`src/rtl/tw_regport.sv`:
```
module tw_regport #(
  parameter int CTRL_W = 16,
  parameter int STAT_W = 16,
  parameter int SLC_W  = 10,
  parameter int WKC_W  = 24,
  parameter int WKR_W  = 18,
  parameter int WKA_W  = 16,
  parameter logic [31:0] CTRL_DEF = 32'h0000_00E0,
  parameter logic [31:0] SLC_DEF  = 32'h0000_0200,
  parameter logic [31:0] WKC_DEF  = 32'h000A_5F00,
  parameter logic [31:0] WKR_DEF  = 32'h0001_0400,
  parameter logic [31:0] WKA_DEF  = 32'h0000_0000
) (
  input  logic              clk,
  input  logic              rst_n,
  input  logic              frame_n,
  input  logic              sclk,
  input  logic              sdi,
  output logic              sdo,
  output logic              sdo_oe,
  input  logic [STAT_W-1:0] status_in,
  output logic              soft_rst,
  output logic [31:0]       freq0,
  output logic [31:0]       freq1,
  output logic [31:0]       freq2,
  output logic [31:0]       freq3,
  output logic [CTRL_W-1:0] ctrl,
  output logic [SLC_W-1:0]  slicer,
  output logic [WKC_W-1:0]  wk_ctrl,
  output logic [WKR_W-1:0]  wk_rate,
  output logic [WKA_W-1:0]  wk_addr
);
  localparam int         NREG      = 16;
  localparam logic [3:0] STAT_ADDR = 4'd5;
  localparam logic [3:0] RST_ADDR  = 4'd15;
  localparam logic [3:0] LAST_MAP  = 4'd9;
  localparam logic [2:0] HDR_BITS  = 3'd5;

  function automatic logic [5:0] wid(input logic [3:0] a);
    case (a)
      4'd0, 4'd1, 4'd2, 4'd3: return 6'd32;
      4'd4:  return 6'(CTRL_W);
      4'd5:  return 6'(STAT_W);
      4'd6:  return 6'(SLC_W);
      4'd7:  return 6'(WKC_W);
      4'd8:  return 6'(WKR_W);
      4'd9:  return 6'(WKA_W);
      4'd15: return 6'd1;
      default: return 6'd0;
    endcase
  endfunction

  function automatic logic [31:0] defv(input int i);
    case (i)
      4: return CTRL_DEF;
      6: return SLC_DEF;
      7: return WKC_DEF;
      8: return WKR_DEF;
      9: return WKA_DEF;
      default: return 32'd0;
    endcase
  endfunction

  function automatic logic [31:0] lomask(input logic [5:0] n);
    return (n >= 6'd32) ? 32'hFFFF_FFFF : ((32'd1 << n) - 32'd1);
  endfunction

  logic [31:0] rf [NREG];
  logic        sclk_q, frame_q;
  logic [2:0]  hcnt;
  logic [3:0]  addr;
  logic        rw, done, oe;
  logic [5:0]  dcnt;
  logic [31:0] shreg, rdsh;

  wire sclk_rise  = sclk & ~sclk_q;
  wire frame_rise = frame_n & ~frame_q;
  wire [5:0] cur_w = wid(addr);
  wire in_write   = (hcnt == HDR_BITS) && !rw && !done;
  wire over       = sclk_rise && !frame_n && in_write && (dcnt == cur_w);
  wire close_wr   = frame_rise && in_write && (dcnt != 6'd0);
  wire commit     = over || close_wr;
  wire writable   = (addr <= LAST_MAP) && (addr != STAT_ADDR);

  wire [5:0]  keep_n = cur_w - dcnt;
  wire [31:0] wmask  = lomask(cur_w) & ~lomask(keep_n);
  wire [31:0] merged = (rf[addr] & ~wmask) | ((shreg << keep_n) & wmask);

  wire [31:0] rdval = (addr == STAT_ADDR) ? 32'(status_in) :
                      (addr <= LAST_MAP)  ? rf[addr] : 32'd0;
  wire [31:0] rd_al = (cur_w == 6'd0) ? 32'd0 : (rdval << (6'd32 - cur_w));

  always_ff @(posedge clk or negedge rst_n) begin
    if (!rst_n) begin
      for (int i = 0; i < NREG; i++) rf[i] <= defv(i);
      sclk_q   <= 1'b0;
      frame_q  <= 1'b1;
      hcnt     <= '0;
      addr     <= '0;
      rw       <= 1'b0;
      done     <= 1'b0;
      oe       <= 1'b0;
      dcnt     <= '0;
      shreg    <= '0;
      rdsh     <= '0;
      soft_rst <= 1'b0;
    end else begin
      sclk_q   <= sclk;
      frame_q  <= frame_n;
      soft_rst <= 1'b0;
      if (commit && addr == RST_ADDR) begin
        for (int i = 0; i < NREG; i++) rf[i] <= defv(i);
        soft_rst <= 1'b1;
      end else if (commit && writable) begin
        rf[addr] <= merged;
      end
      if (frame_n) begin
        hcnt <= '0;
        dcnt <= '0;
        done <= 1'b0;
        oe   <= 1'b0;
        rw   <= 1'b0;
      end else if (sclk_rise) begin
        if (hcnt < 3'd4) begin
          addr <= {addr[2:0], sdi};
          hcnt <= hcnt + 3'd1;
        end else if (hcnt == 3'd4) begin
          rw   <= sdi;
          hcnt <= HDR_BITS;
          if (sdi) begin
            rdsh <= rd_al;
            oe   <= 1'b1;
          end
        end else if (rw) begin
          rdsh <= rdsh << 1;
        end else if (!done) begin
          if (dcnt == cur_w) begin
            done <= 1'b1;
          end else begin
            shreg <= {shreg[30:0], sdi};
            dcnt  <= dcnt + 6'd1;
          end
        end
      end
    end
  end

  assign sdo_oe  = oe;
  assign sdo     = oe & rdsh[31];
  assign freq0   = rf[0];
  assign freq1   = rf[1];
  assign freq2   = rf[2];
  assign freq3   = rf[3];
  assign ctrl    = rf[4][CTRL_W-1:0];
  assign slicer  = rf[6][SLC_W-1:0];
  assign wk_ctrl = rf[7][WKC_W-1:0];
  assign wk_rate = rf[8][WKR_W-1:0];
  assign wk_addr = rf[9][WKA_W-1:0];
endmodule

```
`config.mk`:
```
export PLATFORM = sky130hd
export DESIGN_NAME = tw_regport
export DESIGN_NICKNAME = d
export VERILOG_FILES = /design/src/rtl/tw_regport.sv
export SDC_FILE = /design/constraint.sdc
export NUM_CORES = 1
export LEC_CHECK = 0
export BUFFER_PORTS_ARGS = -buffer_cell sky130_fd_sc_hd__buf_2
export CAP_MARGIN = 10
export CORE_AREA = 2 2 358 360
export CTS_BUF_LIST = sky130_fd_sc_hd__clkbuf_4 sky130_fd_sc_hd__clkbuf_8
export CTS_CLUSTER_DIAMETER = 150
export DETAILED_ROUTE_END_ITERATION = 10
export DIE_AREA = 0 0 360 362
export GPL_TIMING_DRIVEN = 0
export PLACE_DENSITY_LB_ADDON = 0.08
export SKIP_CTS_REPAIR_TIMING = 1
export SYNTH_ARGS = -nofsm -noshare
export SYNTH_HDL_FRONTEND = slang
export SYNTH_SLANG_ARGS = --single-unit
```
`constraint.sdc`:
```
create_clock -name clk -period 10.54 [get_ports clk]
set_clock_uncertainty 0.15 [all_clocks]
set_input_delay 1.054 -clock clk [delete_from_list [all_inputs] [get_ports clk]]
set_output_delay 1.054 -clock clk [all_outputs]
set_load 0.02 [all_outputs]
```
-- After elaboration in Yosys (flattened, before gate mapping)
Memory sizes are Yosys's and may differ from the RTL's.
Index checks and enable logic that the tools add are counted.
- bits in registers: 595
- logic and storage cells: 149
- ROM bits: 80
- memories kept: 1
- memories (name ; depth ; bits a word ; rd ports ; clocked after Yosys merged registers in ; wr ports ; RTL line ; source):
    (no name shown) ; 16 ; 5 ; 1 ; 0 ; 0 ; 40 ; case (a)
- reduce and logical (&&, ||, !) cells: 31
- add/subtract/negate cells: 6
- $lt $le $gt $ge: 6
- bitwise operators: 18
- mux-type cells: 44
- eq/ne operators: 12
- shift operators: 4
- operators by type and width (operator ; number):
    512-bit 2-to-1 mux ; 2
    512-bit bitwise mux ; 1
    32-bit 2-to-1 mux ; 11
    32-bit binary-select mux with 4-bit select ; 1
    32-bit demux with 4-bit select ; 1
    32-bit AND ; 3
    32-bit NOT ; 2
    1-bit by 6-bit << shifter with 32-bit output (first input constant) ; 2
    32-bit by 6-bit << shifter with 32-bit output ; 2
    32-bit by 1-bit subtractor with 32-bit output (second input constant) ; 2
    6-bit 2-to-1 mux ; 7
    32-bit bitwise OR ; 1
    1-bit 2-to-1 mux ; 17
    6-bit >= comparator (second input constant) ; 2
    3-bit 2-to-1 mux ; 4
    2-bit inequality test (second input constant) ; 6
    1-bit logical AND ; 11
    2-bit nonzero test ; 5
    1-bit NOT ; 8
    4-bit AND reduction ; 2
    7-bit AND reduction ; 1
    6-bit by 1-bit adder with 6-bit output (second input constant) ; 1
    3-bit == test (second input constant) ; 2
    6-bit == test ; 1
    other kinds (21) ; 26

-- Depth between registers and ports, before layout
Gate-level depths: netlist of run 1.
An unclocked memory read counts as a cell.
- depth after elaboration: 13
- depth in mapped cells: 26
- depth with buffers taken out: 17

-- Worst setup path after synthesis of run 1
Ideal clock, no wire load.
- path kind: register to register
- start point: register addr[1]
- end point: register rf, in the netlist freq1[16]
- slack: 4.295 ns
- buffers on the path: 9
- cell stages (with the launch flop): 26
- setup time: 0.136 ns
- arrival time: 5.960 ns
- data required time: 10.254 ns
- clock period less this slack: 6.245 ns
- cells stage by stage: dfrtp_1 -> buf_4 -> buf_6 -> buf_6 -> buf_4 -> buf_2 -> buf_1 -> nand2_1 -> a21oi_1 -> inv_1 -> fa_1 -> buf_2 -> or3b_4 -> a221oi_2 -> a21oi_1 -> clkbuf_1 -> nand3_1 -> ha_1 -> inv_1 -> buf_1 -> nor4_1 -> a2111oi_4 -> and4_4 -> a2111oi_4 -> mux2i_2 -> o21ai_1
- cells in the longest elaborated chain, start to end: 13
- elaborated cells on any way between the ends: 39
- classes of those cells: add/sub (3); order compare (5); eq/ne (3); shift (3); mux (10); bitwise (7); reduce/logical (7); memory (1)
- ends and longest elaborated chain (element ; RTL line ; source):
    from (decl) ; 71 ; logic [3:0] addr;
    from (signal assigned) ; 125 ; addr <= {addr[2:0], sdi};
    memory 16 x 5 bit ; -- ;
    6-bit subtractor ; 85 ; wire [5:0] keep_n = cur_w - dcnt;
    1-bit by 6-bit << shifter with 32-bit output ; 65 ; return (n >= 6'd32) ? 32'hFFFF_FFFF : ((32'd1 << n) - 32'd1);
    32-bit by 1-bit subtractor with 32-bit output ; 65 ;
    32-bit 2-to-1 mux ; 65 ;
    32-bit NOT ; 86 ; wire [31:0] wmask = lomask(cur_w) & ~lomask(keep_n);
    32-bit AND ; 86 ;
    32-bit NOT ; 87 ; wire [31:0] merged = (rf[addr] & ~wmask) | ((shreg << keep_n) & wmask);
    32-bit AND ; 87 ;
    32-bit bitwise OR ; 87 ;
    512-bit bitwise mux ; 115 ; rf[addr] <= merged;
    512-bit 2-to-1 mux ; 114 ; end else if (commit && writable) begin
    512-bit 2-to-1 mux ; 111 ; if (commit && addr == RST_ADDR) begin
    to (signal, indexed assignment) ; 115 ;
    to (decl) ; 68 ; logic [31:0] rf [NREG];
Several ways; a longest one is shown, not always the timed one. The select of a mux whose other input is x is not followed.
A chain may end at the register's enable or synchronous reset.

-- Worst setup path in the final report of run 1
- start point: register addr[1]
- end point: register rf[306] in the netlist's numbering
The elaborated chain is that of the path after synthesis.

==> metrics, run 1 <==
outcome completed; fin crit period 10330 ps; P_int 4.45 mW; RD Place Congestion 0.955; largest fanout on the critical path 10; Max-slew headroom 12.2%; sequential-to-total area share from yosys stat 45.6%; initial antenna violation count 8; Initial Util 25.8%; CTS tree built; largest stage delay on the critical path 990 ps; CTS Buffer Depth 3; root buf cell clkbuf_8; Core Region 0.127 sq mm; Setup CP Type reg2reg; die area 0.130 sq mm; R2R Path End rf[306]; chip width 360 um; max-slew violations 0; total track usage 24.3%; synth warn 0; H-tree Lvls 3; most frequent CP cell buf_2; io pins 236; gr ovfl total 0; R2R depth 25; min-delay worst type in2async; sequential power share 29.9%; pin count of the biggest net entering global routing 113; I/O Buffers 235; Area Overhead vs Synth 18.3%; Fmax 0.0968 GHz; maxcap violations 0; Non-Filler Instances 5227; Setup WS post-layout 212 ps; share of cells above drive strength 1 29.7%; first-pass GRT wire length 224000 um; drt first pass iters 7; Die Span Y 362 um; post-synthesis async set-or-reset flop share 100%; Synth cell types 98; drt drc 0; sw frac 42.1%; clock share of power 31.9%; initial DRC count 2361; #FFs+latches synth 595; RSZ-0062 raised after global routing false; routed len/inst 30.7 um; Fin. Hold Viols 0; Syn Area/Cell 10.5 sq um; final worst path period share 98.0%; Via density 5.16; worst setup path start addr[1]; RR Startpoint addr[1]; Placed Cells 5015; crit end category flop; net switching power 3.23 mW; DRT Wirelength 161000 um; CP arrival 10900 ps; cells after synthesis 3104; clock slew at reported path FFs 60 ps; Post-Syn Area 0.0327 sq mm; Synth Flop Type dfrtp_1; CTS sink count 595; P per Cell Area 198 mW/mm^2; Num CTS Buffers 112; number of flops mapped to enable cells by yosys 0; Final setup viols 0; Place WS 132 ps; DP HPWL 121000 um; Peak supply drop 0.0926 mV; FF-to-FF setup slack 210 ps; number of global-route vias before repair 27400; Mapped Nets 3146; clk_lat worst skew 830 ps; routed vias 27000; crit path launch type flop; Tightest Pin Transition 1310 ps; ANT nets after route 0; Cell Rows 131; Worst EP required 11110 ps; Comb power frac 38.3%; slowest CP cell buf_1; Nets 3510; Static Leak 17.9 nW
cell type report:
cell class	count	area [sq um]
fillers	13400	88000
multi-input cells	2039	15100
flip-flops and latches	595	14900
plain buffers	445	2670
clock buffers	189	2240
well taps	1662	2080
repair buffers	250	1450
clock inverters	15	164
inverters	25	93.8
diodes	7	17.5
routing by layer:
metal | GRT usage (%) | share of wire [%]
met5 | 0 | 0
met4 | 8.63 | 3.9
met3 | 3.46 | 5.0
met2 | 39.2 | 47
met1 | 33.2 | 44
worst max-delay path by stage:
stage	depth (start not counted)	slack, ps	endpoint
3_5_place_dp	25	130	freq3[16]
6_report	25	210	rf[306]
3_3_place_gp	1	-5870	rf[108]
2_1_floorplan	25	4290	freq1[16]
4_1_cts	25	160	freq3[16]
5_1_grt	25	30	wk_ctrl[18]
per-stage QoR:
stage | utilization [%] | setup TNS [ps] | area (sq um) | total power [mW] | hold slack [ps]
after CTS | 30.5 | 0 | 38700 | 7.69 | 59.1
after detailed placement | 28.6 | 0 | 36300 | 5.20 | 311
after global routing | 30.5 | 0 | 38700 | 7.93 | 96.2
after global placement | 28.4 | -3333370 | 36000 | 5.17 | 304
final | 30.6 | 0 | 38700 | 7.68 | 90.5
after floorplan | - | 0 | 32700 | 3.93 | 289
flip-flops by register name, summed over array words and instances (netlist names):
register  cells
addr          4
ctrl         16
dcnt          6
done          1
frame_q       1
freq0        32
freq1        32
freq2        32
freq3        32
hcnt          3
rdsh         32
rf          300
rw            1
sclk_q        1
sdo_oe        1
shreg        32
slicer       10
soft_rst      1
wk_addr      16
wk_ctrl      24
wk_rate      18
cells in the mapped netlist, types with 24 or more instances:
| master | instances | area, sq um |
|---|---|---|
| mux4_2 | 150 | 3380 |
| clkbuf_1 | 127 | 477 |
| dfrtp_1 | 580 | 14500 |
| nand2_1 | 294 | 1100 |
| mux2_2 | 93 | 1050 |
| nand3_1 | 145 | 726 |
| nor2_1 | 147 | 552 |
| buf_4 | 231 | 1730 |
| nor3_1 | 30 | 150 |
| a22oi_1 | 25 | 188 |
| o21ai_1 | 110 | 551 |
| a221oi_1 | 24 | 210 |
| a21oi_1 | 92 | 460 |
| o21ai_0 | 244 | 1220 |
| buf_2 | 59 | 295 |
| nor2b_1 | 236 | 1480 |
| mux2i_1 | 118 | 1180 |
| inv_1 | 24 | 90.1 |
power by group through the flow:
stage	Clock (mW)	Combinational, mW	Sequential [mW]
CTS	2.52	2.87	2.30
finish	2.45	2.94	2.30
floorplan	0	1.59	2.34
detailed placement	0	2.86	2.34
global placement	0	2.83	2.34
global route	2.61	3.02	2.30
logic make-up (layout without fill, tap and decap cells):
kind of cell               after synthesis  after routing  share of synthesized area, %
AOI/OAI and AO/OA                      686            686                          13.0
xor gates and xnor gates                16             16                         0.470
adders and majority gates               21             21                         0.826
buffers and inverters                  470            924                          8.45
DFF                                    595            595                          45.6
muxes                                  363            363                          17.2
other                                    0              7                             0
and+or+nand+nor                        953            953                          14.5
worst max-delay path, delay by kind of cell (launching register included):
kind	cells	cell delay (ps)
compound gates	6	2510
buf+inv	12	4160
mux	1	610
flops	1	320
simple gates	4	1680
fa+ha+maj	2	790
placed cells by master (no fill, tap or decap), types with 132 or more instances in the layout:
| cell type | Yosys | final |
|---|---|---|
| mux4_2 | 150 | 150 |
| buf_2 | 59 | 294 |
| buf_4 | 231 | 231 |
| nand2_1 | 294 | 294 |
| nor2b_1 | 236 | 236 |
| o21ai_0 | 244 | 244 |
| dfrtp_1 | 580 | 580 |
| nand3_1 | 145 | 145 |
| clkbuf_8 | 0 | 132 |
| nor2_1 | 147 | 146 |
No activity file was read; power rests on OpenSTA's default activity.
==> run 2: changes to the inputs <==
==> config.mk (replaced) <==
export PLATFORM = sky130hd
export DESIGN_NAME = tw_regport
export DESIGN_NICKNAME = d
export VERILOG_FILES = /design/src/rtl/tw_regport.sv
export SDC_FILE = /design/constraint.sdc
export NUM_CORES = 1
export LEC_CHECK = 0
export CAP_MARGIN = 10
export CORE_AREA = 2 2 273 275
export CTS_BUF_LIST = sky130_fd_sc_hd__clkbuf_4 sky130_fd_sc_hd__clkbuf_8
export CTS_CLUSTER_DIAMETER = 150
export DETAILED_ROUTE_END_ITERATION = 10
export DIE_AREA = 0 0 275 277
export DONT_BUFFER_PORTS = 1
export GPL_TIMING_DRIVEN = 0
export PLACE_DENSITY_LB_ADDON = 0.08
export SKIP_CTS_REPAIR_TIMING = 1
export SLEW_MARGIN = 20
export SYNTH_ARGS = -nofsm -noshare
export SYNTH_HDL_FRONTEND = slang
export SYNTH_SLANG_ARGS = --single-unit
==> metrics, run 2 (synthesized netlist as in run 1, its figures left out) <==
outcome completed; RD Place Congestion 1.04 (+9.0%); clk_lat worst skew 770 ps (-60 ps); P per Cell Area 205 mW/mm^2 (+3.3%); Min Hold Slack 108 ps (+17.4 ps); Max-slew headroom 18.6% (+6.4 points); Static Leak 16.4 nW (-8.1%); commonest non-fill, non-tap cells in the layout dfrtp_1 (580), nand2_1 (294), o21ai_0 (244), nor2b_1 (236), buf_4 (232); net switching power 3.12 mW (-3.4%); I/O Buffers 0 (-100%); Final setup viols 0 (unchanged); CTS Buffer Depth 3 (unchanged); register bank with the most flops rf; Fmax 0.102 GHz (+5.0%); Nets 3257 (-7.2%); Placed Cells 4073 (-19%); DRT Wirelength 144000 um (-10%); routed len/inst 33.8 um (+9.8%); routed vias 27000 (+0.20%); CTS tree built; max-slew violations 0 (unchanged); setup_tns 0 ps (unchanged); Area Overhead vs Synth 11.2%; maxcap violations 0 (unchanged); RSZ-0062 raised after global routing false; sequential power share 30.8% (+0.9 points); root buf cell clkbuf_8; area of the multi-input gates 0.0151 sq mm (+0.14%); Total Power 7.46 mW (-3.0%); Initial Util 44.5% (+19 points); Worst EP required 10950 ps (-160 ps); drt drc 0 (unchanged); first-pass GRT wire length 202000 um (-10%); Largest register FFs 300 (unchanged); Peak supply drop 0.117 mV (+27%); fin crit period 9840 ps (-491 ps); Via density 6.34 (+23%); chip width 275 um (-24%); Filler Cells Inserted 6777 (-49%); pin count of the biggest net entering global routing 596 (+430%); initial DRC count 2914 (+23%); share of cells above drive strength 1 24.0% (-5.7 points); min-delay worst type in2async; Place WS 1050 ps (+914 ps); Die Span Y 277 um (-23%); Reg area 0.0149 sq mm (unchanged); io pins 236 (unchanged); clock share of power 30.7% (-1.2 points); initial antenna violation count 3 (-5); Non-Filler Instances 4260 (-19%); Comb power frac 38.4% (about the same); clock slew at reported path FFs 60 ps (about the same); Cell Rows 100 (-24%); CTS sink count 595 (unchanged); largest fanout on the critical path 10 (unchanged); CP arrival 10250 ps (-650 ps); crit path launch type flop; die area 0.0762 sq mm (-42%); final worst path period share 93.3% (-4.7 points); commonest non-fill, non-tap cell in the layout dfrtp_1; Core Region 0.0736 sq mm (-42%); Num CTS Buffers 101 (-9.8%); DP Area 0.0340 sq mm (-6.3%); crit end category flop; sw frac 41.9% (-0.17 points); total track usage 37.3% (+13 points); Tightest Pin Transition 1190 ps (-126 ps); drt first pass iters 6 (-1); Fin. Hold Viols 0 (unchanged); ANT nets after route 0 (unchanged); post-route cell area 0.0364 sq mm (-6.0%); P_int 4.33 mW (-2.7%); final core occ 49.4% (+19 points); H-tree Lvls 3 (unchanged); number of global-route vias before repair 26900 (-1.9%); Setup CP Type reg2reg; gr ovfl total 0 (unchanged); Setup WS post-layout 703 ps (+491 ps); DP HPWL 107000 um (-11%)
[run 2: cell count changes in the layout (fill, tap and decap cells not counted), moves of 4 or more]
cell and delta:
diode_2 -6, buf_2 -234, buf_6 -8, clkbuf_8 -4
clkbuf_4 -24
[run 2: worst max-delay path, cell delays in order, from the launching register on]
cell and delay, ps:
dfrtp_1 330, buf_4 190, buf_6 230, buf_6 290
buf_4 370, buf_2 390, buf_1 780, nand2_1 300
a21oi_1 640, inv_1 310, fa_1 420, buf_2 200
or3b_4 400, a221oi_2 460, a21oi_1 110, clkbuf_1 390
nand3_1 210, ha_1 350, inv_1 100, buf_1 380
nor4_1 760, a2111oi_4 100, buf_2 240, o211ai_1 320
mux2i_2 930, o21ai_0 230
[run 2: final timing paths]
path	slack [ps]	start	end	depth (start not counted)
min	110	rst_n	freq1[3]	1
max	700	addr[1]	wk_addr[12]	25
max in group asynchronous	8070	rst_n	rf[24]	3
min reg2reg	330	rf[215]	rf[215]	2
max reg2reg	700	addr[1]	wk_addr[12]	25
min in group clk	160	frame_n	frame_q	0
[run 2: cell type report]
cell class / instances / share of cell area, %
Antenna cell: 1 / 0.00688
Buffer: 445 / 7.35
Clock buffer: 161 / 5.52
Clock inverter: 17 / 0.633
Inverter: 25 / 0.258
Multi-Input combinational cell: 2039 / 41.5
Sequential cell: 595 / 41.0
Tap cell: 969 / 3.33
Timing Repair Buffer: 8 / 0.409
[run 2: routing by layer]
layer / share of wire (%) / GRT usage (%) / vias to the layer above
li1: - / - / 11200
met1: 41 / 50.4 / 14000
met2: 45 / 56.7 / 1419
met3: 7.7 / 7.33 / 374
met4: 6.2 / 20.0 / 2
met5: 0.0076 / 0 / -
[run 2: power by group through the flow]
stage	Combinational, mW	Sequential, mW	Clock [mW]
after global placement	2.72	2.34	0
final	2.87	2.30	2.29
after floorplan	1.59	2.34	0
after CTS	2.72	2.30	2.32
after global routing	2.94	2.30	2.42
after detailed placement	2.71	2.34	0
